### src/rtl/psc_pkg.sv
package psc_pkg;

   typedef enum logic [2:0] {
      SEL_OFF      = 3'b000,
      SEL_CLK      = 3'b001,
      SEL_D8       = 3'b010,
      SEL_D64      = 3'b011,
      SEL_D256     = 3'b100,
      SEL_D1024    = 3'b101,
      SEL_EXT_FALL = 3'b110,
      SEL_EXT_RISE = 3'b111
   } psc_sel_e;

   localparam int unsigned SEL_W    = 3;
   localparam int unsigned NUM_TAPS = 4;

   // number of low counter bits that must be ones for each tap
   function automatic int unsigned tap_bits(input int unsigned idx);
      case (idx)
         0:       return 3;
         1:       return 6;
         2:       return 8;
         default: return 10;
      endcase
   endfunction

endpackage

### src/rtl/psc_divider.sv
module psc_divider
   import psc_pkg::*;
#(
   parameter int unsigned CNT_W = 10
) (
   input  logic                clk,
   input  logic                rst_n,
   input  logic                clear_i,
   output logic [NUM_TAPS-1:0] tap_o
);

   initial begin
      if (CNT_W < tap_bits(NUM_TAPS-1))
         $error("psc_divider: CNT_W too small for the widest tap");
   end

   logic [CNT_W-1:0] cnt_q;

   always_ff @(posedge clk) begin
      if (!rst_n || clear_i) cnt_q <= '0;
      else                   cnt_q <= cnt_q + 1'b1;
   end

   for (genvar t = 0; t < NUM_TAPS; t++) begin : g_tap
      localparam int unsigned B = tap_bits(t);
      assign tap_o[t] = &cnt_q[B-1:0];
   end


   cnt_clear_chk: assert property (@(posedge clk) disable iff (!rst_n)
      clear_i |=> cnt_q == '0);


   cnt_step_chk: assert property (@(posedge clk) disable iff (!rst_n)
      !clear_i |=> cnt_q == $past(cnt_q) + 1'b1);


   tap_single_chk: assert property (@(posedge clk) disable iff (!rst_n)
      tap_o[0] |=> !tap_o[0]);

endmodule

### src/rtl/psc_ext_edge.sv
module psc_ext_edge #(
   parameter int unsigned SYNC_STAGES = 2
) (
   input  logic clk,
   input  logic rst_n,
   input  logic pin_i,
   output logic rise_o,
   output logic fall_o
);

   initial begin
      if (SYNC_STAGES < 2)
         $error("psc_ext_edge: at least two synchroniser stages are needed");
   end

   logic [SYNC_STAGES-1:0] sync_q;
   logic                   prev_q;
   logic                   synced;

   assign synced = sync_q[SYNC_STAGES-1];

   always_ff @(posedge clk) begin
      if (!rst_n) begin
         sync_q <= '0;
         prev_q <= 1'b0;
      end else begin
         sync_q <= {sync_q[SYNC_STAGES-2:0], pin_i};
         prev_q <= synced;
      end
   end

   assign rise_o = synced & ~prev_q;
   assign fall_o = ~synced & prev_q;


   rise_single_chk: assert property (@(posedge clk) disable iff (!rst_n)
      rise_o |=> !rise_o);


   fall_single_chk: assert property (@(posedge clk) disable iff (!rst_n)
      fall_o |=> !fall_o);

endmodule

### src/rtl/psc_tick_sel.sv
module psc_tick_sel
   import psc_pkg::*;
(
   input  logic                clk,
   input  logic                rst_n,
   input  logic [SEL_W-1:0]    sel_i,
   input  logic [NUM_TAPS-1:0] tap_i,
   input  logic                rise_i,
   input  logic                fall_i,
   output logic                tick_o
);

   psc_sel_e sel;
   assign sel = psc_sel_e'(sel_i);

   always_comb begin
      unique case (sel)
         SEL_OFF:      tick_o = 1'b0;
         SEL_CLK:      tick_o = 1'b1;
         SEL_D8:       tick_o = tap_i[0];
         SEL_D64:      tick_o = tap_i[1];
         SEL_D256:     tick_o = tap_i[2];
         SEL_D1024:    tick_o = tap_i[3];
         SEL_EXT_FALL: tick_o = fall_i;
         SEL_EXT_RISE: tick_o = rise_i;
         default:      tick_o = 1'b0;
      endcase
   end


   off_quiet_chk: assert property (@(posedge clk) disable iff (!rst_n)
      sel == SEL_OFF |-> !tick_o);


   clk_every_chk: assert property (@(posedge clk) disable iff (!rst_n)
      sel == SEL_CLK |-> tick_o);


   div_pulse_chk: assert property (@(posedge clk) disable iff (!rst_n)
      (tick_o && sel inside {SEL_D8, SEL_D64, SEL_D256, SEL_D1024})
      |=> (!tick_o || !$stable(sel_i)));

endmodule

### src/rtl/psc_shared_prescaler.sv
module psc_shared_prescaler
   import psc_pkg::*;
#(
   parameter int unsigned N_TIMERS    = 2,
   parameter int unsigned CNT_W       = 10,
   parameter int unsigned SYNC_STAGES = 2
) (
   input  logic                      clk,
   input  logic                      rst_n,
   input  logic                      clear_i,
   input  logic [SEL_W*N_TIMERS-1:0] sel_i,
   input  logic [N_TIMERS-1:0]       ext_pin_i,
   output logic [N_TIMERS-1:0]       tick_o
);

   initial begin
      if (N_TIMERS < 1)
         $error("psc_shared_prescaler: N_TIMERS must be at least 1");
   end

   logic [NUM_TAPS-1:0] tap;

   psc_divider #(.CNT_W(CNT_W)) i_div (
      .clk     (clk),
      .rst_n   (rst_n),
      .clear_i (clear_i),
      .tap_o   (tap)
   );

   for (genvar t = 0; t < N_TIMERS; t++) begin : g_timer
      logic rise, fall;

      psc_ext_edge #(.SYNC_STAGES(SYNC_STAGES)) i_edge (
         .clk    (clk),
         .rst_n  (rst_n),
         .pin_i  (ext_pin_i[t]),
         .rise_o (rise),
         .fall_o (fall)
      );

      psc_tick_sel i_sel (
         .clk    (clk),
         .rst_n  (rst_n),
         .sel_i  (sel_i[t*SEL_W +: SEL_W]),
         .tap_i  (tap),
         .rise_i (rise),
         .fall_i (fall),
         .tick_o (tick_o[t])
      );
   end

endmodule

### config.mk
export PLATFORM = sky130hd
export DESIGN_NAME = psc_shared_prescaler
export DESIGN_NICKNAME = d
export VERILOG_FILES = /design/src/rtl/psc_pkg.sv /design/src/rtl/psc_divider.sv /design/src/rtl/psc_ext_edge.sv /design/src/rtl/psc_tick_sel.sv /design/src/rtl/psc_shared_prescaler.sv
export SDC_FILE = /design/constraint.sdc
export NUM_CORES = 1
export LEC_CHECK = 0
export BUFFER_PORTS_ARGS = -buffer_cell sky130_fd_sc_hd__buf_2
export CAP_MARGIN = 10
export CORE_AREA = 2 2 40 42
export DETAILED_ROUTE_END_ITERATION = 10
export DIE_AREA = 0 0 42 44
export PLACE_DENSITY_LB_ADDON = 0.15
export SYNTH_ARGS = -nofsm -noshare
export SYNTH_HDL_FRONTEND = slang
export SYNTH_SLANG_ARGS = --single-unit
### constraint.sdc
create_clock -name clk -period 3.4 [get_ports clk]
set_input_delay 0.17 -clock clk [delete_from_list [all_inputs] [get_ports clk]]
set_output_delay 0.17 -clock clk [all_outputs]
set_load 0.01 [all_outputs]
# Yosys cells after proc, flatten, opt, wreduce, memory -nomap -nowiden
# Index checks and enable logic that the tools add are counted.
# classes
mux,2
reduce_logical,8
bitwise,8
eq_ne,14
addsub,1
# op_table
operator,n
== test 3 bit (second input constant),8
one-hot mux 1 bit (8 select lines),2
== test 3 x 2 -> 1 bit (second input constant),4
adder 10 x 1 -> 10 bit (second input constant),1
AND reduction 10 bit,1
AND reduction 8 bit,1
== test 3 x 1 -> 1 bit (second input constant),2
zero test 3 bit,2
AND reduction 6 bit,1
AND 1 bit,4
inverter 1 bit,4
AND reduction 3 bit,1
zero test 1 bit,1
logical OR 1 bit,1
# word_totals
elab_cells,38
input_bits,11
regBits,16

# Longest topological paths before layout
# Gate-level depths: netlist of run 1.
# depth
ltp_word,3
mapped_depth,6

# By module
# Synthesis of run 1 repeated with hierarchy kept, for this count alone.
# hier_totals
cells_unflattened,77
hier_area_um2,752.0
# by_module_without_submodules
mod,cells_each,area_each_um2,n_inst
psc_divider,51,449.2,1
psc_ext_edge,8,91.3,2
psc_tick_sel,5,60.1,2

# Least setup slack after synthesis of run 1
# No wires, ideal clock.
# synth_timing
path_kind,register -> output
startpoint,register i_div.cnt_q[0]
endpoint,output tick_o[0]
path_buffers,1
stages_incl_launch_ff,7
setup_slack_ps,1918
t_required_ps,3230
arrival_ps,1312
cell_sequence,dfxtp_1 -> ha_1 -> ha_1 -> nand3_1 -> o311ai_1 -> a22o_1 -> buf_4
# synth_via
elab_chain_cells,2
elab_cells_between_ends,5
# synth_lines
element,line_no,rtl
"start, declared",psc_divider.sv:17,logic [CNT_W-1:0] cnt_q;
"start signal, assigned",psc_divider.sv:21,else cnt_q <= cnt_q + 1'b1;
AND reduction 10 bit (tied with other cells),psc_divider.sv:26,assign tap_o[t] = &cnt_q[B-1:0];
one-hot mux 1 bit (8 select lines) (*),psc_tick_sel.sv:17,unique case (sel)
"end, declared",psc_shared_prescaler.sv:13,output logic [N_TIMERS-1:0] tick_o
# Mark *: on every way between the ends. The rest lies on a longest branch, timed or not.

# Worst setup path in the final report of run 1
# Same ends and word-level chain as after synthesis.

==> results of run 1 <==
[registers in the layout (all words and copies together), names as in the netlist]
name / flops
g_timer.i_edge.sync_q: 4
i_div.cnt_q: 10
g_timer.i_edge.prev_q: 2
[layout by cell type, fill, tap and decap left out]
cell / Yosys / layout
sky130_fd_sc_hd__and3b_1: 2 / 2
sky130_fd_sc_hd__and2_1: 6 / 6
sky130_fd_sc_hd__nor2_1: 12 / 12
sky130_fd_sc_hd__inv_1: 4 / 4
sky130_fd_sc_hd__a22o_1: 2 / 2
sky130_fd_sc_hd__o31ai_1: 2 / 2
sky130_fd_sc_hd__buf_2: 0 / 12
sky130_fd_sc_hd__dfxtp_1: 16 / 16
sky130_fd_sc_hd__o311ai_1: 2 / 2
sky130_fd_sc_hd__and4_4: 1 / 1
sky130_fd_sc_hd__o21ai_0: 2 / 2
sky130_fd_sc_hd__nand4_1: 2 / 2
sky130_fd_sc_hd__nand2_1: 2 / 2
sky130_fd_sc_hd__xor2_1: 7 / 7
sky130_fd_sc_hd__nand2b_1: 3 / 3
sky130_fd_sc_hd__and3_1: 2 / 2
sky130_fd_sc_hd__nand3_1: 6 / 6
sky130_fd_sc_hd__ha_1: 2 / 2
sky130_fd_sc_hd__and4_1: 1 / 1
sky130_fd_sc_hd__nand2_2: 1 / 1
sky130_fd_sc_hd__clkbuf_4: 0 / 3
sky130_fd_sc_hd__nor3b_1: 2 / 2
sky130_fd_sc_hd__nand4_4: 1 / 1
[layout make-up]
| type | instances | area, sq um | share of cell area [%] |
|---|---|---|---|
| sequential | 16 | 320 | 38.7 |
| tap | 16 | 20.0 | 2.42 |
| inverter | 4 | 15.0 | 1.81 |
| timing repair buffer | 12 | 60.1 | 7.25 |
| clock buffer | 3 | 22.5 | 2.72 |
| multi-input combinational | 58 | 390 | 47.1 |
[power by group through the flow]
| stage | registers, mW | clock network, mW | logic [mW] |
|---|---|---|---|
| after floorplan | 0.197 | 0 | 0.0132 |
| after global placement | 0.198 | 0 | 0.0225 |
| after detailed placement | 0.198 | 0 | 0.0227 |
| after CTS | 0.194 | 0.0980 | 0.0229 |
| after global routing | 0.195 | 0.106 | 0.0257 |
| final | 0.194 | 0.0937 | 0.0226 |
[layer usage]
| layer | routed length [um] | part of all wire, % |
|---|---|---|
| met5 | 0 | 0 |
| met4 | 31 | 2.6 |
| met3 | 44 | 3.6 |
| met2 | 558 | 46 |
| met1 | 575 | 48 |
[path summary, 6_finish.rpt]
path	end	slack (ns)	depth (start not counted)
worst max-delay path	tick_o[0]	1.52	6
worst min register to register	g_timer[0].i_edge.sync_q[1]	0.44	1
worst min-delay path	g_timer[0].i_edge.sync_q[0]	0.09	2
worst max register to register	i_div.cnt_q[2]	2.19	4
[through the flow]
| stage | hold slack (ns) | instances | power (mW) | instance area, sq um | setup WS, ns |
|---|---|---|---|---|---|
| after global routing | 0.0788 | 109 | 0.327 | 828 | 1.37 |
| after detailed placement | 0.380 | 106 | 0.221 | 806 | 1.82 |
| after floorplan | 0.292 | 81 | 0.211 | 744 | 1.92 |
| after global placement | 0.376 | 106 | 0.220 | 806 | 1.87 |
| after CTS | 0.0816 | 109 | 0.315 | 828 | 1.50 |
| final | 0.0916 | 109 | 0.310 | 828 | 1.52 |
[cells by family (layout without fill, tap and decap cells)]
family | after synthesis | after routing | synth area share, %
adder cells (fa/ha/maj) | 2 | 2 | 3.36
flip-flops | 16 | 16 | 43.0
AND/OR/NAND/NOR | 41 | 41 | 32.8
buffers and inverters | 7 | 19 | 4.54
XOR/XNOR | 7 | 7 | 8.24
AO/OA/AOI/OAI | 8 | 8 | 8.07
==> flow_summary.html, run 1 <==
<table>
<tr><th>Metric</th><th>Value</th></tr>
<tr><th colspan="2">Run status</th></tr>
<tr><td>Outcome</td><td>completed</td></tr>
<tr><th colspan="2">Drt</th></tr>
<tr><td>1st-iter DRT viols</td><td>8</td></tr>
<tr><td>Avg WL per Cell</td><td>11.1 um</td></tr>
<tr><td>Total number of vias</td><td>~570</td></tr>
<tr><td>Number of remaining DRC errors</td><td>0</td></tr>
<tr><td>Antenna Violating Nets Remaining</td><td>0</td></tr>
<tr><td>Total routed wirelength</td><td>1.21 mm</td></tr>
<tr><td>1st-pass router iterations</td><td>4</td></tr>
<tr><td>Post-DR vias/cell</td><td>approximately 5.2</td></tr>
<tr><th colspan="2">CTS</th></tr>
<tr><td>Clock-pin slew on the worst setup and hold paths</td><td>around 0.08 ns</td></tr>
<tr><td>Clock sink count</td><td>16</td></tr>
<tr><td>Number of hold buffers added after CTS</td><td>0</td></tr>
<tr><td>Clock tree root buffer cell</td><td>sky130_fd_sc_hd__clkbuf_4</td></tr>
<tr><td>Number of CTS-inserted buffers</td><td>3</td></tr>
<tr><td>CTS tree</td><td>yes</td></tr>
<tr><td>Buffers from clock root to sink, at most</td><td>2</td></tr>
<tr><td>Cts repair resizes</td><td>0</td></tr>
<tr><td>Latest clock arrival within the worst-skew pair</td><td>around 0.28 ns</td></tr>
<tr><td>Post-CTS Setup Repair Bufs</td><td>0</td></tr>
<tr><td>H-Tree Level Count</td><td>1</td></tr>
<tr><th colspan="2">Yosys</th></tr>
<tr><td>Sequential-to-total area share from yosys stat</td><td>a little over two fifths</td></tr>
<tr><td>Count of mapped cells out of synthesis</td><td>81</td></tr>
<tr><td>Number of enable flip-flop cells after synthesis</td><td>0</td></tr>
<tr><td>Post-Synthesis Net Count</td><td>94</td></tr>
<tr><td>Post-Syn Area per Cell</td><td>around 9.2 sq um</td></tr>
<tr><td>Number of distinct library cells after synthesis</td><td>23</td></tr>
<tr><td>Dominant cells by area after synthesis</td><td>sky130_fd_sc_hd__dfxtp_1 (43%), sky130_fd_sc_hd__xor2_1 (8.2%), sky130_fd_sc_hd__nor2_1 (6.1%)</td></tr>
<tr><td>Number of storage elements in the synthesis netlist</td><td>16</td></tr>
<tr><td>Post-synth ARST share</td><td>0%</td></tr>
<tr><td>Cell type with the highest aggregate area in the netlist</td><td>sky130_fd_sc_hd__dfxtp_1</td></tr>
<tr><td>Library cell with the highest instance count after synthesis</td><td>sky130_fd_sc_hd__dfxtp_1</td></tr>
<tr><td>Prevailing post-synth register cell</td><td>sky130_fd_sc_hd__dfxtp_1</td></tr>
<tr><td>Total standard cell area after synthesis</td><td>roughly 740 sq um</td></tr>
<tr><td>Number of warnings issued by yosys</td><td>0</td></tr>
<tr><td>Ranking of synthesized cells by instance count</td><td>sky130_fd_sc_hd__dfxtp_1 (16), sky130_fd_sc_hd__nor2_1 (12), sky130_fd_sc_hd__xor2_1 (7)</td></tr>
<tr><td>Post-synth top area share</td><td>a little over two fifths</td></tr>
<tr><th colspan="2">GRT</th></tr>
<tr><td>GR peak layer</td><td>met2</td></tr>
<tr><td>Met2 demand-to-capacity share in global routing</td><td>between 20% and 30%</td></tr>
<tr><td>Vias in the first global route</td><td>about 520</td></tr>
<tr><td>Initial antenna violation count</td><td>0</td></tr>
<tr><td>Largest net degree at the start of global routing</td><td>11</td></tr>
<tr><td>Met3 Resource Use GR</td><td>5.00%</td></tr>
<tr><td>Total Routing Usage GR</td><td>about 16%</td></tr>
<tr><td>Global-route wire length before repair</td><td>between 2 and 2.5 mm</td></tr>
<tr><td>Global-route met1 utilization</td><td>19.1%</td></tr>
<tr><td>Total grt overflow</td><td>0</td></tr>
<tr><th colspan="2">Flow run</th></tr>
<tr><td>Reported max-cap violation count</td><td>0</td></tr>
<tr><th colspan="2">Worst setup path</th></tr>
<tr><td>Critical Path RT</td><td>3.23 ns</td></tr>
<tr><td>Series of cell instances along the critical path</td><td>ha_1 &gt; ha_1 &gt; nand3_1 &gt; o311ai_1 &gt; a22o_1 &gt; buf_2</td></tr>
<tr><td>Critical-path cell with the highest stage delay</td><td>sky130_fd_sc_hd__dfxtp_1</td></tr>
<tr><td>Most used cell along the critical path</td><td>sky130_fd_sc_hd__ha_1</td></tr>
<tr><td>Crit Path Max Fanout</td><td>6</td></tr>
<tr><td>Worst setup startpoint</td><td>i_div.cnt_q[0]</td></tr>
<tr><td>Family of cells with the greatest summed delay on the critical path</td><td>adder cells</td></tr>
<tr><td>Crit-path max cell delay</td><td>about 0.41 ns</td></tr>
<tr><td>Source of the worst register-to-register timing path</td><td>i_div.cnt_q[0]</td></tr>
<tr><td>Worst setup SP type</td><td>register</td></tr>
<tr><td>Nature of the critical path endpoint</td><td>output pin</td></tr>
<tr><td>Endpoint arrival time on the critical path</td><td>approximately 1.7 ns</td></tr>
<tr><td>Critical path buffer and inverter count</td><td>1</td></tr>
<tr><td>Class of the most critical setup path</td><td>register to output pin</td></tr>
<tr><th colspan="2">Placed design</th></tr>
<tr><td>Final GP Congestion</td><td>between 0.7 and 0.8</td></tr>
<tr><td>Sum of net half-perimeters after detailed placement</td><td>926 um</td></tr>
<tr><td>PortBufs</td><td>12</td></tr>
<tr><th colspan="2">Power</th></tr>
<tr><td>Clk network pwr share</td><td>just over 30%</td></tr>
<tr><td>Power density over the cells</td><td>between 300 and 400 nW/um^2</td></tr>
<tr><td>Leakage power summed over all cells</td><td>approximately 0.37 nW</td></tr>
<tr><td>Flop pwr share</td><td>62.5%</td></tr>
<tr><td>Psw</td><td>~0.067 mW</td></tr>
<tr><td>Part of the power in combinational logic</td><td>under 10%</td></tr>
<tr><td>Switching portion of total power</td><td>a little over a fifth</td></tr>
<tr><td>Cell Int Power</td><td>0.243 mW</td></tr>
<tr><td>Largest voltage drop on the vdd net</td><td>approximately 0.23 mV</td></tr>
<tr><th colspan="2">Timing</th></tr>
<tr><td>Max Clock Skew</td><td>about 0.0036 ns</td></tr>
<tr><td>Tcrit/Tclk final</td><td>a little under three fifths</td></tr>
<tr><td>Slew at the pin closest to its max-slew limit</td><td>~0.39 ns</td></tr>
<tr><td>Fmax</td><td>0.533 GHz</td></tr>
<tr><td>RSZ-0062 raised after global routing</td><td>no</td></tr>
<tr><td>Total Negative Setup Slacks</td><td>0 ns</td></tr>
<tr><td>Time the final worst path needs with I/O delays and setup</td><td>~1.9 ns</td></tr>
<tr><td>Setup-failing EPs final</td><td>0</td></tr>
<tr><td>Slew Limit Headroom</td><td>about three quarters</td></tr>
<tr><td>Number of hold-slack violations in the final timing report</td><td>0</td></tr>
<tr><td>Pins over their slew limit</td><td>0</td></tr>
<tr><th colspan="2">Floorplanning</th></tr>
<tr><td>Count of pins on the block boundary</td><td>13</td></tr>
<tr><td>Floorplan die width</td><td>about 42 um</td></tr>
<tr><td>Row count</td><td>14</td></tr>
<tr><td>Die Ht</td><td>about 44 um</td></tr>
<tr><td>Initial standard-cell utilization of the core</td><td>between 50% and 60%</td></tr>
<tr><td>Area of the die</td><td>around 1800 sq um</td></tr>
<tr><td>Core ar.</td><td>roughly 1400 sq um</td></tr>
<tr><th colspan="2">Finish</th></tr>
<tr><td>Final antenna diode count</td><td>0</td></tr>
<tr><td>Layout overhead on the synthesized area</td><td>11.3%</td></tr>
<tr><td>Fraction of final layout cells with drive strength greater than 1</td><td>19.4%</td></tr>
<tr><td>Number of nets at the end of the flow</td><td>approximately 110</td></tr>
<tr><td>Total of fill cells in the finished design</td><td>~130</td></tr>
<tr><td>Final core occ</td><td>between 50 and 60%</td></tr>
<tr><th colspan="2">Hold path</th></tr>
<tr><td>Path type of the worst min-delay path</td><td>input pin to register</td></tr>
<tr><td>Startpoint of the most critical hold path</td><td>ext_pin_i[0]</td></tr>
</table>
No activity file was read; power rests on OpenSTA's default activity.
==> run 2, diff against run 1 <==
--- a/config.mk
+++ b/config.mk
@@ -5,11 +5,12 @@
 export SDC_FILE = /design/constraint.sdc
 export NUM_CORES = 1
 export LEC_CHECK = 0
+export ABC_AREA = 1
 export BUFFER_PORTS_ARGS = -buffer_cell sky130_fd_sc_hd__buf_2
 export CAP_MARGIN = 10
-export CORE_AREA = 2 2 40 42
+export CORE_AREA = 2 2 43 45
 export DETAILED_ROUTE_END_ITERATION = 10
-export DIE_AREA = 0 0 42 44
+export DIE_AREA = 0 0 45 47
 export PLACE_DENSITY_LB_ADDON = 0.15
 export SYNTH_ARGS = -nofsm -noshare
 export SYNTH_HDL_FRONTEND = slang
==> constraint.sdc (replaced) <==
create_clock -name clk -period 1.9 [get_ports clk]
set_input_delay 0.095 -clock clk [delete_from_list [all_inputs] [get_ports clk]]
set_output_delay 0.095 -clock clk [all_outputs]
set_load 0.01 [all_outputs]
==> flow_summary.html, run 2 <==
<table>
<tr><th>Metric</th><th>Value</th></tr>
<tr><th colspan="2">Yosys</th></tr>
<tr><td>Number of storage elements in the synthesis netlist</td><td>16 (unchanged)</td></tr>
<tr><td>Cell type with the highest aggregate area in the netlist</td><td>sky130_fd_sc_hd__dfxtp_1</td></tr>
<tr><td>Post-synth top area share</td><td>38.1% (-4.9 points)</td></tr>
<tr><td>Dominant cells by area after synthesis</td><td>sky130_fd_sc_hd__dfxtp_1 (38%), sky130_fd_sc_hd__nand2_1 (11%), sky130_fd_sc_hd__inv_1 (9.8%)</td></tr>
<tr><td>Number of enable flip-flop cells after synthesis</td><td>0 (unchanged)</td></tr>
<tr><td>Ranking of synthesized cells by instance count</td><td>sky130_fd_sc_hd__nand2_1 (25), sky130_fd_sc_hd__inv_1 (22), sky130_fd_sc_hd__nor2_1 (21)</td></tr>
<tr><td>Post-Syn Area per Cell</td><td>6.67 sq um (-27%)</td></tr>
<tr><td>Count of mapped cells out of synthesis</td><td>126 (+56%)</td></tr>
<tr><td>Number of warnings issued by yosys</td><td>0 (unchanged)</td></tr>
<tr><td>Post-synth ARST share</td><td>0% (unchanged)</td></tr>
<tr><td>Post-Synthesis Net Count</td><td>139 (+48%)</td></tr>
<tr><td>Total standard cell area after synthesis</td><td>841 sq um (+13%)</td></tr>
<tr><td>Sequential-to-total area share from yosys stat</td><td>38.1% (-4.9 points)</td></tr>
<tr><td>Prevailing post-synth register cell</td><td>sky130_fd_sc_hd__dfxtp_1</td></tr>
<tr><td>Number of distinct library cells after synthesis</td><td>18 (-22%)</td></tr>
<tr><td>Library cell with the highest instance count after synthesis</td><td>sky130_fd_sc_hd__nand2_1</td></tr>
<tr><th colspan="2">GRT</th></tr>
<tr><td>Total Routing Usage GR</td><td>16.9% (+0.89 points)</td></tr>
<tr><td>Total grt overflow</td><td>0 (unchanged)</td></tr>
<tr><td>Vias in the first global route</td><td>684 (+31%)</td></tr>
<tr><td>Initial antenna violation count</td><td>0 (unchanged)</td></tr>
<tr><td>Largest net degree at the start of global routing</td><td>9 (-2)</td></tr>
<tr><td>Global-route wire length before repair</td><td>2.57 mm (+20%)</td></tr>
<tr><th colspan="2">CTS</th></tr>
<tr><td>Clock tree root buffer cell</td><td>sky130_fd_sc_hd__clkbuf_4</td></tr>
<tr><td>CTS tree</td><td>yes</td></tr>
<tr><td>Clock sink count</td><td>16 (unchanged)</td></tr>
<tr><td>Clock-pin slew on the worst setup and hold paths</td><td>0.08 ns (about the same)</td></tr>
<tr><td>H-Tree Level Count</td><td>1 (unchanged)</td></tr>
<tr><td>Buffers from clock root to sink, at most</td><td>2 (unchanged)</td></tr>
<tr><td>Latest clock arrival within the worst-skew pair</td><td>0.28 ns (about the same)</td></tr>
<tr><td>Number of CTS-inserted buffers</td><td>3 (unchanged)</td></tr>
<tr><th colspan="2">Worst setup path</th></tr>
<tr><td>Crit-path max cell delay</td><td>0.36 ns (-0.05 ns)</td></tr>
<tr><td>Most used cell along the critical path</td><td>sky130_fd_sc_hd__nor2_1</td></tr>
<tr><td>Endpoint arrival time on the critical path</td><td>1.51 ns (-0.20 ns)</td></tr>
<tr><td>Worst setup SP type</td><td>register</td></tr>
<tr><td>Family of cells with the greatest summed delay on the critical path</td><td>simple AND/OR/NAND/NOR gates</td></tr>
<tr><td>Series of cell instances along the critical path</td><td>ha_1 &gt; inv_1 &gt; nor2_4 &gt; nand2_1 &gt; nor2_1 &gt; nor2_1 &gt; nand3_1 &gt; buf_2</td></tr>
<tr><td>Class of the most critical setup path</td><td>register to output pin</td></tr>
<tr><td>Critical Path RT</td><td>1.80 ns (-1.43 ns)</td></tr>
<tr><td>Critical path buffer and inverter count</td><td>2 (+1)</td></tr>
<tr><td>Nature of the critical path endpoint</td><td>output pin</td></tr>
<tr><td>Crit Path Max Fanout</td><td>4 (-2)</td></tr>
<tr><td>Critical-path cell with the highest stage delay</td><td>sky130_fd_sc_hd__dfxtp_1</td></tr>
<tr><th colspan="2">Power</th></tr>
<tr><td>Power density over the cells</td><td>607 nW/um^2 (+62%)</td></tr>
<tr><td>Leakage power summed over all cells</td><td>0.453 nW (+22%)</td></tr>
<tr><td>Largest voltage drop on the vdd net</td><td>0.400 mV (+70%)</td></tr>
<tr><th colspan="2">Timing</th></tr>
<tr><td>Max Clock Skew</td><td>0.00218 ns (-0.00141 ns)</td></tr>
<tr><td>Pins over their slew limit</td><td>0 (unchanged)</td></tr>
<tr><td>Number of hold-slack violations in the final timing report</td><td>0 (unchanged)</td></tr>
<tr><td>Fmax</td><td>between 0.6 and 0.7 GHz</td></tr>
<tr><td>RSZ-0062 raised after global routing</td><td>no</td></tr>
<tr><td>Total Negative Setup Slacks</td><td>0 ns (unchanged)</td></tr>
<tr><td>Setup-failing EPs final</td><td>0 (unchanged)</td></tr>
<tr><td>Tcrit/Tclk final</td><td>between 80% and 90%</td></tr>
<tr><td>Slew Limit Headroom</td><td>86.0% (+12 points)</td></tr>
<tr><td>Slew at the pin closest to its max-slew limit</td><td>0.209 ns (-0.181 ns)</td></tr>
<tr><td>Time the final worst path needs with I/O delays and setup</td><td>between 1.5 and 2 ns</td></tr>
<tr><th colspan="2">Finish</th></tr>
<tr><td>Final core occ</td><td>57.5% (-0.88 points)</td></tr>
<tr><td>Most common cell after layout, fill and taps aside</td><td>sky130_fd_sc_hd__nand2_1</td></tr>
<tr><td>Flip-flop count of the largest register, all copies and words added</td><td>10 (unchanged)</td></tr>
<tr><td>Fraction of final layout cells with drive strength greater than 1</td><td>16.3% (-3.0 points)</td></tr>
<tr><td>Largest registers ranked by flip-flop count</td><td>i_div.cnt_q (10), g_timer.i_edge.sync_q (4), g_timer.i_edge.prev_q (2)</td></tr>
<tr><td>Final antenna diode count</td><td>0 (unchanged)</td></tr>
<tr><td>Number of nets at the end of the flow</td><td>156 (+44%)</td></tr>
<tr><td>Register bank with the most flops</td><td>i_div.cnt_q</td></tr>
<tr><td>Most frequent cells in the layout</td><td>sky130_fd_sc_hd__nand2_1 (25), sky130_fd_sc_hd__inv_1 (22), sky130_fd_sc_hd__nor2_1 (21)</td></tr>
<tr><td>Layout overhead on the synthesized area</td><td>12.9%</td></tr>
<tr><th colspan="2">Floorplanning</th></tr>
<tr><td>Floorplan die width</td><td>45 um (+7.1%)</td></tr>
<tr><td>Area of the die</td><td>2120 sq um (+14%)</td></tr>
<tr><td>Core ar.</td><td>1650 sq um (+16%)</td></tr>
<tr><td>Die Ht</td><td>47 um (+6.8%)</td></tr>
<tr><td>Row count</td><td>15 (+1)</td></tr>
<tr><td>Initial standard-cell utilization of the core</td><td>50.9% (-1.6 points)</td></tr>
<tr><td>Count of pins on the block boundary</td><td>13 (unchanged)</td></tr>
<tr><th colspan="2">Drt</th></tr>
<tr><td>1st-iter DRT viols</td><td>15 (+7)</td></tr>
<tr><td>Total routed wirelength</td><td>1.46 mm (+21%)</td></tr>
<tr><td>Number of remaining DRC errors</td><td>0 (unchanged)</td></tr>
<tr><td>Antenna Violating Nets Remaining</td><td>0 (unchanged)</td></tr>
<tr><td>Post-DR vias/cell</td><td>5.00 (-4.6%)</td></tr>
<tr><td>Total number of vias</td><td>790 (+38%)</td></tr>
<tr><td>Avg WL per Cell</td><td>9.27 um (-16%)</td></tr>
<tr><td>1st-pass router iterations</td><td>4 (unchanged)</td></tr>
<tr><th colspan="2">Hold path</th></tr>
<tr><td>Path type of the worst min-delay path</td><td>input pin to register</td></tr>
<tr><th colspan="2">Placed design</th></tr>
<tr><td>PortBufs</td><td>12 (unchanged)</td></tr>
<tr><td>Sum of net half-perimeters after detailed placement</td><td>1.16 mm (+25%)</td></tr>
<tr><td>Final GP Congestion</td><td>0.782 (+1.4%)</td></tr>
<tr><th colspan="2">Flow run</th></tr>
<tr><td>Reported max-cap violation count</td><td>0 (unchanged)</td></tr>
<tr><th colspan="2">Run status</th></tr>
<tr><td>Outcome</td><td>completed</td></tr>
</table>
-- run 2: cell types whose count changed in the layout (fill, tap and decap cells not counted), moves of 3 or more --
cell | previous run | this run
sky130_fd_sc_hd__nand2_1 | 2 | 25
sky130_fd_sc_hd__xor2_1 | 7 | 1
sky130_fd_sc_hd__nand2b_1 | 3 | 0
sky130_fd_sc_hd__and2_1 | 6 | 0
sky130_fd_sc_hd__nor2_1 | 12 | 21
sky130_fd_sc_hd__nor3_1 | 0 | 6
sky130_fd_sc_hd__nor2_4 | 0 | 3
sky130_fd_sc_hd__a21oi_1 | 0 | 4
sky130_fd_sc_hd__nand3_1 | 6 | 13
sky130_fd_sc_hd__inv_1 | 4 | 22
-- run 2: path summary, 6_finish.rpt --
path	slack (ns)	endpoint	startpoint	depth (start not counted)
hold / removal	0.08	i_div.cnt_q[9]	clear_i	4
setup reg to reg	0.73	i_div.cnt_q[8]	i_div.cnt_q[0]	6
setup / recovery	0.30	tick_o[1]	i_div.cnt_q[0]	8
hold reg to reg	0.42	g_timer[1].i_edge.sync_q[1]	g_timer[1].i_edge.sync_q[0]	2
-- run 2: logic make-up (layout without fill, tap and decap cells) --
group                      after synthesis  after routing  synth area share (%)
and+or+nand+nor                         73             73                  39.6
buffers and inverters                   26             41                  12.5
DFF                                     16             16                  38.1
AOI/OAI and AO/OA                        7              7                  4.76
adders and majority gates                2              2                  2.98
xor gates and xnor gates                 2              2                  2.08
-- run 2: layer usage --
layer,vias up,share of wire (%),global-route usage [%]
met3,5,4.5,2.31
li1,420,-,-
met1,345,47,21.0
met5,-,0,0
met2,20,46,27.7
met4,0,2.8,10.6
-- run 2: timing repair --
item                                   4_1_cts  5_1_grt
hold buffers                                 2        0
endpoints found under the hold margin        2        0
setup endpoints to repair                    0        0
gates resized for setup                      0        0
setup buffers                                0        0
-- run 2: power breakdown --
| group | internal (mW) | total [mW] | switching, mW |
|---|---|---|---|
| combinational | 0.0232 | 0.0566 | 0.0335 |
| clock | 0.0737 | 0.175 | 0.101 |
| sequential | 0.342 | 0.345 | 0.00313 |
| total | 0.439 | 0.577 | 0.138 |
-- run 2: through the flow --
| step | instance area (sq um) | power [mW] | hold slack, ns | cells | worst slack, ns |
|---|---|---|---|---|---|
| 3_3_place_gp | 907 | 0.406 | 0.274 | 153 | 0.623 |
| 3_5_place_dp | 907 | 0.407 | 0.283 | 153 | 0.586 |
| 2_1_floorplan | 841 | 0.385 | 0.188 | 126 | 0.688 |
| 5_1_grt | 950 | 0.597 | 0.0982 | 158 | 0.138 |
| 4_1_cts | 950 | 0.582 | 0.0778 | 158 | 0.264 |
| 6_report | 950 | 0.577 | 0.0816 | 158 | 0.298 |
-- run 2: worst register-to-register path, cell delays in order, from the launching register on --
cell and delay [ns]:
sky130_fd_sc_hd__dfxtp_1 0.36, sky130_fd_sc_hd__ha_1 0.20, sky130_fd_sc_hd__inv_1 0.08, sky130_fd_sc_hd__nor2_4 0.14, sky130_fd_sc_hd__nand2_1 0.12, sky130_fd_sc_hd__o21ai_1 0.13
sky130_fd_sc_hd__a21oi_1 0.05
-- run 2: final cells by class --
class / instances / area [sq um]
repair buffers: 14 / 80.1
flip-flops and latches: 16 / 320
inverters: 24 / 90.1
fillers: 164 / 702
clock buffers: 3 / 22.5
well taps: 17 / 21.3
multi-input cells: 84 / 415
==> run 3, diff against run 2 <==
--- a/config.mk
+++ b/config.mk
@@ -8,9 +8,9 @@
 export ABC_AREA = 1
 export BUFFER_PORTS_ARGS = -buffer_cell sky130_fd_sc_hd__buf_2
 export CAP_MARGIN = 10
-export CORE_AREA = 2 2 43 45
+export CORE_AREA = 2 2 45 47
 export DETAILED_ROUTE_END_ITERATION = 10
-export DIE_AREA = 0 0 45 47
+export DIE_AREA = 0 0 47 49
 export PLACE_DENSITY_LB_ADDON = 0.15
 export SYNTH_ARGS = -nofsm -noshare
 export SYNTH_HDL_FRONTEND = slang
==> constraint.sdc (replaced) <==
create_clock -name clk -period 1.4 [get_ports clk]
set_input_delay 0.07 -clock clk [delete_from_list [all_inputs] [get_ports clk]]
set_output_delay 0.07 -clock clk [all_outputs]
set_load 0.01 [all_outputs]
==> flow_summary.html, run 3 (synthesized netlist as in run 2, its figures left out) <==
<table>
<tr><th>Metric</th><th>Value</th></tr>
<tr><th colspan="2">Run status</th></tr>
<tr><td>Outcome</td><td>finished, violations left</td></tr>
<tr><td>Failing checks</td><td>setup timing</td></tr>
<tr><th colspan="2">Worst setup path</th></tr>
<tr><td>Class of the most critical setup path</td><td>register to output pin</td></tr>
<tr><td>Worst setup startpoint</td><td>i_div.cnt_q[0]</td></tr>
<tr><td>Nature of the critical path endpoint</td><td>output pin</td></tr>
<tr><td>Endpoint arrival time on the critical path</td><td>1.41 ns (-0.10 ns)</td></tr>
<tr><td>Critical path buffer and inverter count</td><td>1 (-1)</td></tr>
<tr><td>Most used cell along the critical path</td><td>sky130_fd_sc_hd__ha_4</td></tr>
<tr><td>Family of cells with the greatest summed delay on the critical path</td><td>flip-flops</td></tr>
<tr><td>Source of the worst register-to-register timing path</td><td>i_div.cnt_q[0]</td></tr>
<tr><td>Crit-path max cell delay</td><td>0.35 ns (about the same)</td></tr>
<tr><td>Crit Path Max Fanout</td><td>3 (-1)</td></tr>
<tr><td>Worst setup SP type</td><td>register</td></tr>
<tr><td>Series of cell instances along the critical path</td><td>ha_4 &gt; ha_4 &gt; nand4_1 &gt; nand2_1 &gt; nor2_1 &gt; nand3_1 &gt; buf_2</td></tr>
<tr><td>Critical Path RT</td><td>1.33 ns (-0.47 ns)</td></tr>
<tr><td>Critical-path cell with the highest stage delay</td><td>sky130_fd_sc_hd__dfxtp_2</td></tr>
<tr><th colspan="2">Drt</th></tr>
<tr><td>1st-iter DRT viols</td><td>10 (-5)</td></tr>
<tr><td>Post-DR vias/cell</td><td>4.45 (-11%)</td></tr>
<tr><td>Avg WL per Cell</td><td>8.65 um (-6.7%)</td></tr>
<tr><td>Total number of vias</td><td>769 (-2.7%)</td></tr>
<tr><td>Antenna Violating Nets Remaining</td><td>0 (unchanged)</td></tr>
<tr><td>Number of remaining DRC errors</td><td>0 (unchanged)</td></tr>
<tr><td>1st-pass router iterations</td><td>4 (unchanged)</td></tr>
<tr><td>Total routed wirelength</td><td>1.50 mm (+2.2%)</td></tr>
<tr><th colspan="2">Timing</th></tr>
<tr><td>Pins over their slew limit</td><td>0 (unchanged)</td></tr>
<tr><td>Tcrit/Tclk final</td><td>106%</td></tr>
<tr><td>Setup-failing EPs final</td><td>2 (+2)</td></tr>
<tr><td>Slew at the pin closest to its max-slew limit</td><td>0.155 ns (-0.0541 ns)</td></tr>
<tr><td>Time the final worst path needs with I/O delays and setup</td><td>1.48 ns</td></tr>
<tr><td>Max Clock Skew</td><td>0.00273 ns (+0.000550 ns)</td></tr>
<tr><td>Fmax</td><td>0.677 GHz</td></tr>
<tr><td>RSZ-0062 raised after global routing</td><td>yes</td></tr>
<tr><td>Slew Limit Headroom</td><td>89.6% (+3.5 points)</td></tr>
<tr><td>Number of hold-slack violations in the final timing report</td><td>0 (unchanged)</td></tr>
<tr><td>Smallest hold slack</td><td>0.0537 ns (-0.0279 ns)</td></tr>
<tr><td>Crit path setup slack, layout</td><td>-0.0777 ns (-0.375 ns)</td></tr>
<tr><th colspan="2">Finish</th></tr>
<tr><td>Register bank with the most flops</td><td>i_div.cnt_q</td></tr>
<tr><td>Fraction of final layout cells with drive strength greater than 1</td><td>28.1% (+12 points)</td></tr>
<tr><td>Most common cell after layout, fill and taps aside</td><td>sky130_fd_sc_hd__nand2_1</td></tr>
<tr><td>Layout overhead on the synthesized area</td><td>26.0%</td></tr>
<tr><td>Final antenna diode count</td><td>0 (unchanged)</td></tr>
<tr><td>Non-filler cells in the finished layout</td><td>173 (+9.5%)</td></tr>
<tr><td>Non-Filler Cell Area, Final</td><td>1060 sq um (+12%)</td></tr>
<tr><td>Largest registers ranked by flip-flop count</td><td>i_div.cnt_q (10), g_timer.i_edge.sync_q (4), g_timer.i_edge.prev_q (2)</td></tr>
<tr><td>Flip-flop count of the largest register, all copies and words added</td><td>10 (unchanged)</td></tr>
<tr><td>Most frequent cells in the layout</td><td>sky130_fd_sc_hd__nand2_1 (24), sky130_fd_sc_hd__inv_1 (21), sky130_fd_sc_hd__nor2_1 (19)</td></tr>
<tr><td>Number of nets at the end of the flow</td><td>160 (+2.6%)</td></tr>
<tr><th colspan="2">Floorplanning</th></tr>
<tr><td>Initial standard-cell utilization of the core</td><td>45.7% (-5.3 points)</td></tr>
<tr><td>Core ar.</td><td>1840 sq um (+12%)</td></tr>
<tr><td>Count of pins on the block boundary</td><td>13 (unchanged)</td></tr>
<tr><td>Row count</td><td>16 (+1)</td></tr>
<tr><td>Area of the die</td><td>2300 sq um (+8.9%)</td></tr>
<tr><td>Die Ht</td><td>49 um (+4.3%)</td></tr>
<tr><td>Floorplan die width</td><td>47 um (+4.4%)</td></tr>
<tr><th colspan="2">CTS</th></tr>
<tr><td>H-Tree Level Count</td><td>1 (unchanged)</td></tr>
<tr><td>Clock tree root buffer cell</td><td>sky130_fd_sc_hd__clkbuf_4</td></tr>
<tr><td>Buffers from clock root to sink, at most</td><td>2 (unchanged)</td></tr>
<tr><td>Clock-pin slew on the worst setup and hold paths</td><td>0.09 ns (about the same)</td></tr>
<tr><td>Latest clock arrival within the worst-skew pair</td><td>0.28 ns (about the same)</td></tr>
<tr><td>CTS tree</td><td>yes</td></tr>
<tr><td>Number of CTS-inserted buffers</td><td>3 (unchanged)</td></tr>
<tr><td>Clock sink count</td><td>16 (unchanged)</td></tr>
<tr><th colspan="2">GRT</th></tr>
<tr><td>Initial antenna violation count</td><td>0 (unchanged)</td></tr>
<tr><td>Total grt overflow</td><td>0 (unchanged)</td></tr>
<tr><td>Total Routing Usage GR</td><td>14.7% (-2.2 points)</td></tr>
<tr><td>Largest net degree at the start of global routing</td><td>10 (+1)</td></tr>
<tr><td>Vias in the first global route</td><td>670 (-2.0%)</td></tr>
<tr><td>Global-route wire length before repair</td><td>2.56 mm (-0.54%)</td></tr>
<tr><th colspan="2">Power</th></tr>
<tr><td>Leakage power summed over all cells</td><td>0.479 nW (+5.7%)</td></tr>
<tr><td>Power density over the cells</td><td>806 nW/um^2 (+33%)</td></tr>
<tr><td>Largest voltage drop on the vdd net</td><td>0.665 mV (+66%)</td></tr>
<tr><td>Design Power</td><td>0.854 mW (+48%)</td></tr>
<tr><th colspan="2">Flow run</th></tr>
<tr><td>Reported max-cap violation count</td><td>0 (unchanged)</td></tr>
<tr><th colspan="2">Placed design</th></tr>
<tr><td>Final GP Congestion</td><td>0.759 (-3.0%)</td></tr>
<tr><td>Placed Cells</td><td>163 (+6.5%)</td></tr>
<tr><td>Pre-CTS setup slack</td><td>0.112 ns (-0.474 ns)</td></tr>
<tr><td>PortBufs</td><td>12 (unchanged)</td></tr>
<tr><td>Sum of net half-perimeters after detailed placement</td><td>1.13 mm (-2.4%)</td></tr>
<tr><td>Placement Cell Area</td><td>920 sq um (+1.4%)</td></tr>
<tr><th colspan="2">Hold path</th></tr>
<tr><td>Startpoint of the most critical hold path</td><td>rst_n</td></tr>
<tr><td>Path type of the worst min-delay path</td><td>input pin to register</td></tr>
</table>
-- run 3: path summary, 6_finish.rpt --
kind	to	cells past startpoint	slack, ns
min	g_timer[1].i_edge.sync_q[0]	3	0.05
min reg2reg	g_timer[1].i_edge.sync_q[1]	2	0.42
max reg2reg	i_div.cnt_q[8]	7	0.22
max	tick_o[0]	7	-0.08
-- run 3: worst register-to-register path, cell delays in order, from the launching register on --
cell and delay (ns):
sky130_fd_sc_hd__dfxtp_2 0.37, sky130_fd_sc_hd__ha_4 0.17, sky130_fd_sc_hd__inv_2 0.05, sky130_fd_sc_hd__nor2_4 0.10
sky130_fd_sc_hd__nand2_2 0.09, sky130_fd_sc_hd__buf_4 0.14, sky130_fd_sc_hd__o21ai_1 0.10, sky130_fd_sc_hd__a21oi_1 0.05
-- run 3: metal layers --
metal	up-vias	part of all wire [%]	track usage, %
li1	428	-	-
met1	324	48	19.6
met5	-	0	0
met3	2	3.3	2.22
met2	15	47	24.0
met4	0	1.1	4.17
-- run 3: what timing repair did --
item / CTS / global route
endpoints found under the hold margin: 2 / 0
pin swaps: 2 / 2
hold buffers: 2 / 0
endpoints found under the setup margin: 2 / 2
buffers inserted: 3 / 1
resized for setup: 11 / 5
-- run 3: layout make-up --
class	instances	area, sq um
repair buffers	18	110
clock buffers	4	36.3
well taps	27	33.8
inverters	24	90.1
multi-input cells	84	463
fillers	176	782
flip-flops and latches	16	327
-- run 3: metrics by stage --
step	util (%)	TNS, ns
finish	57.5	-0.148
global route	57.5	-0.323
CTS	56.7	-0.165
detailed placement	49.9	0
global placement	49.9	0
floorplan	-	0
-- run 3: power by group --
| group | internal (mW) | total [mW] | switching [mW] |
|---|---|---|---|
| Sequential | 0.465 | 0.471 | 0.00583 |
| Clock | 0.158 | 0.302 | 0.144 |
| Combinational | 0.0348 | 0.0809 | 0.0461 |
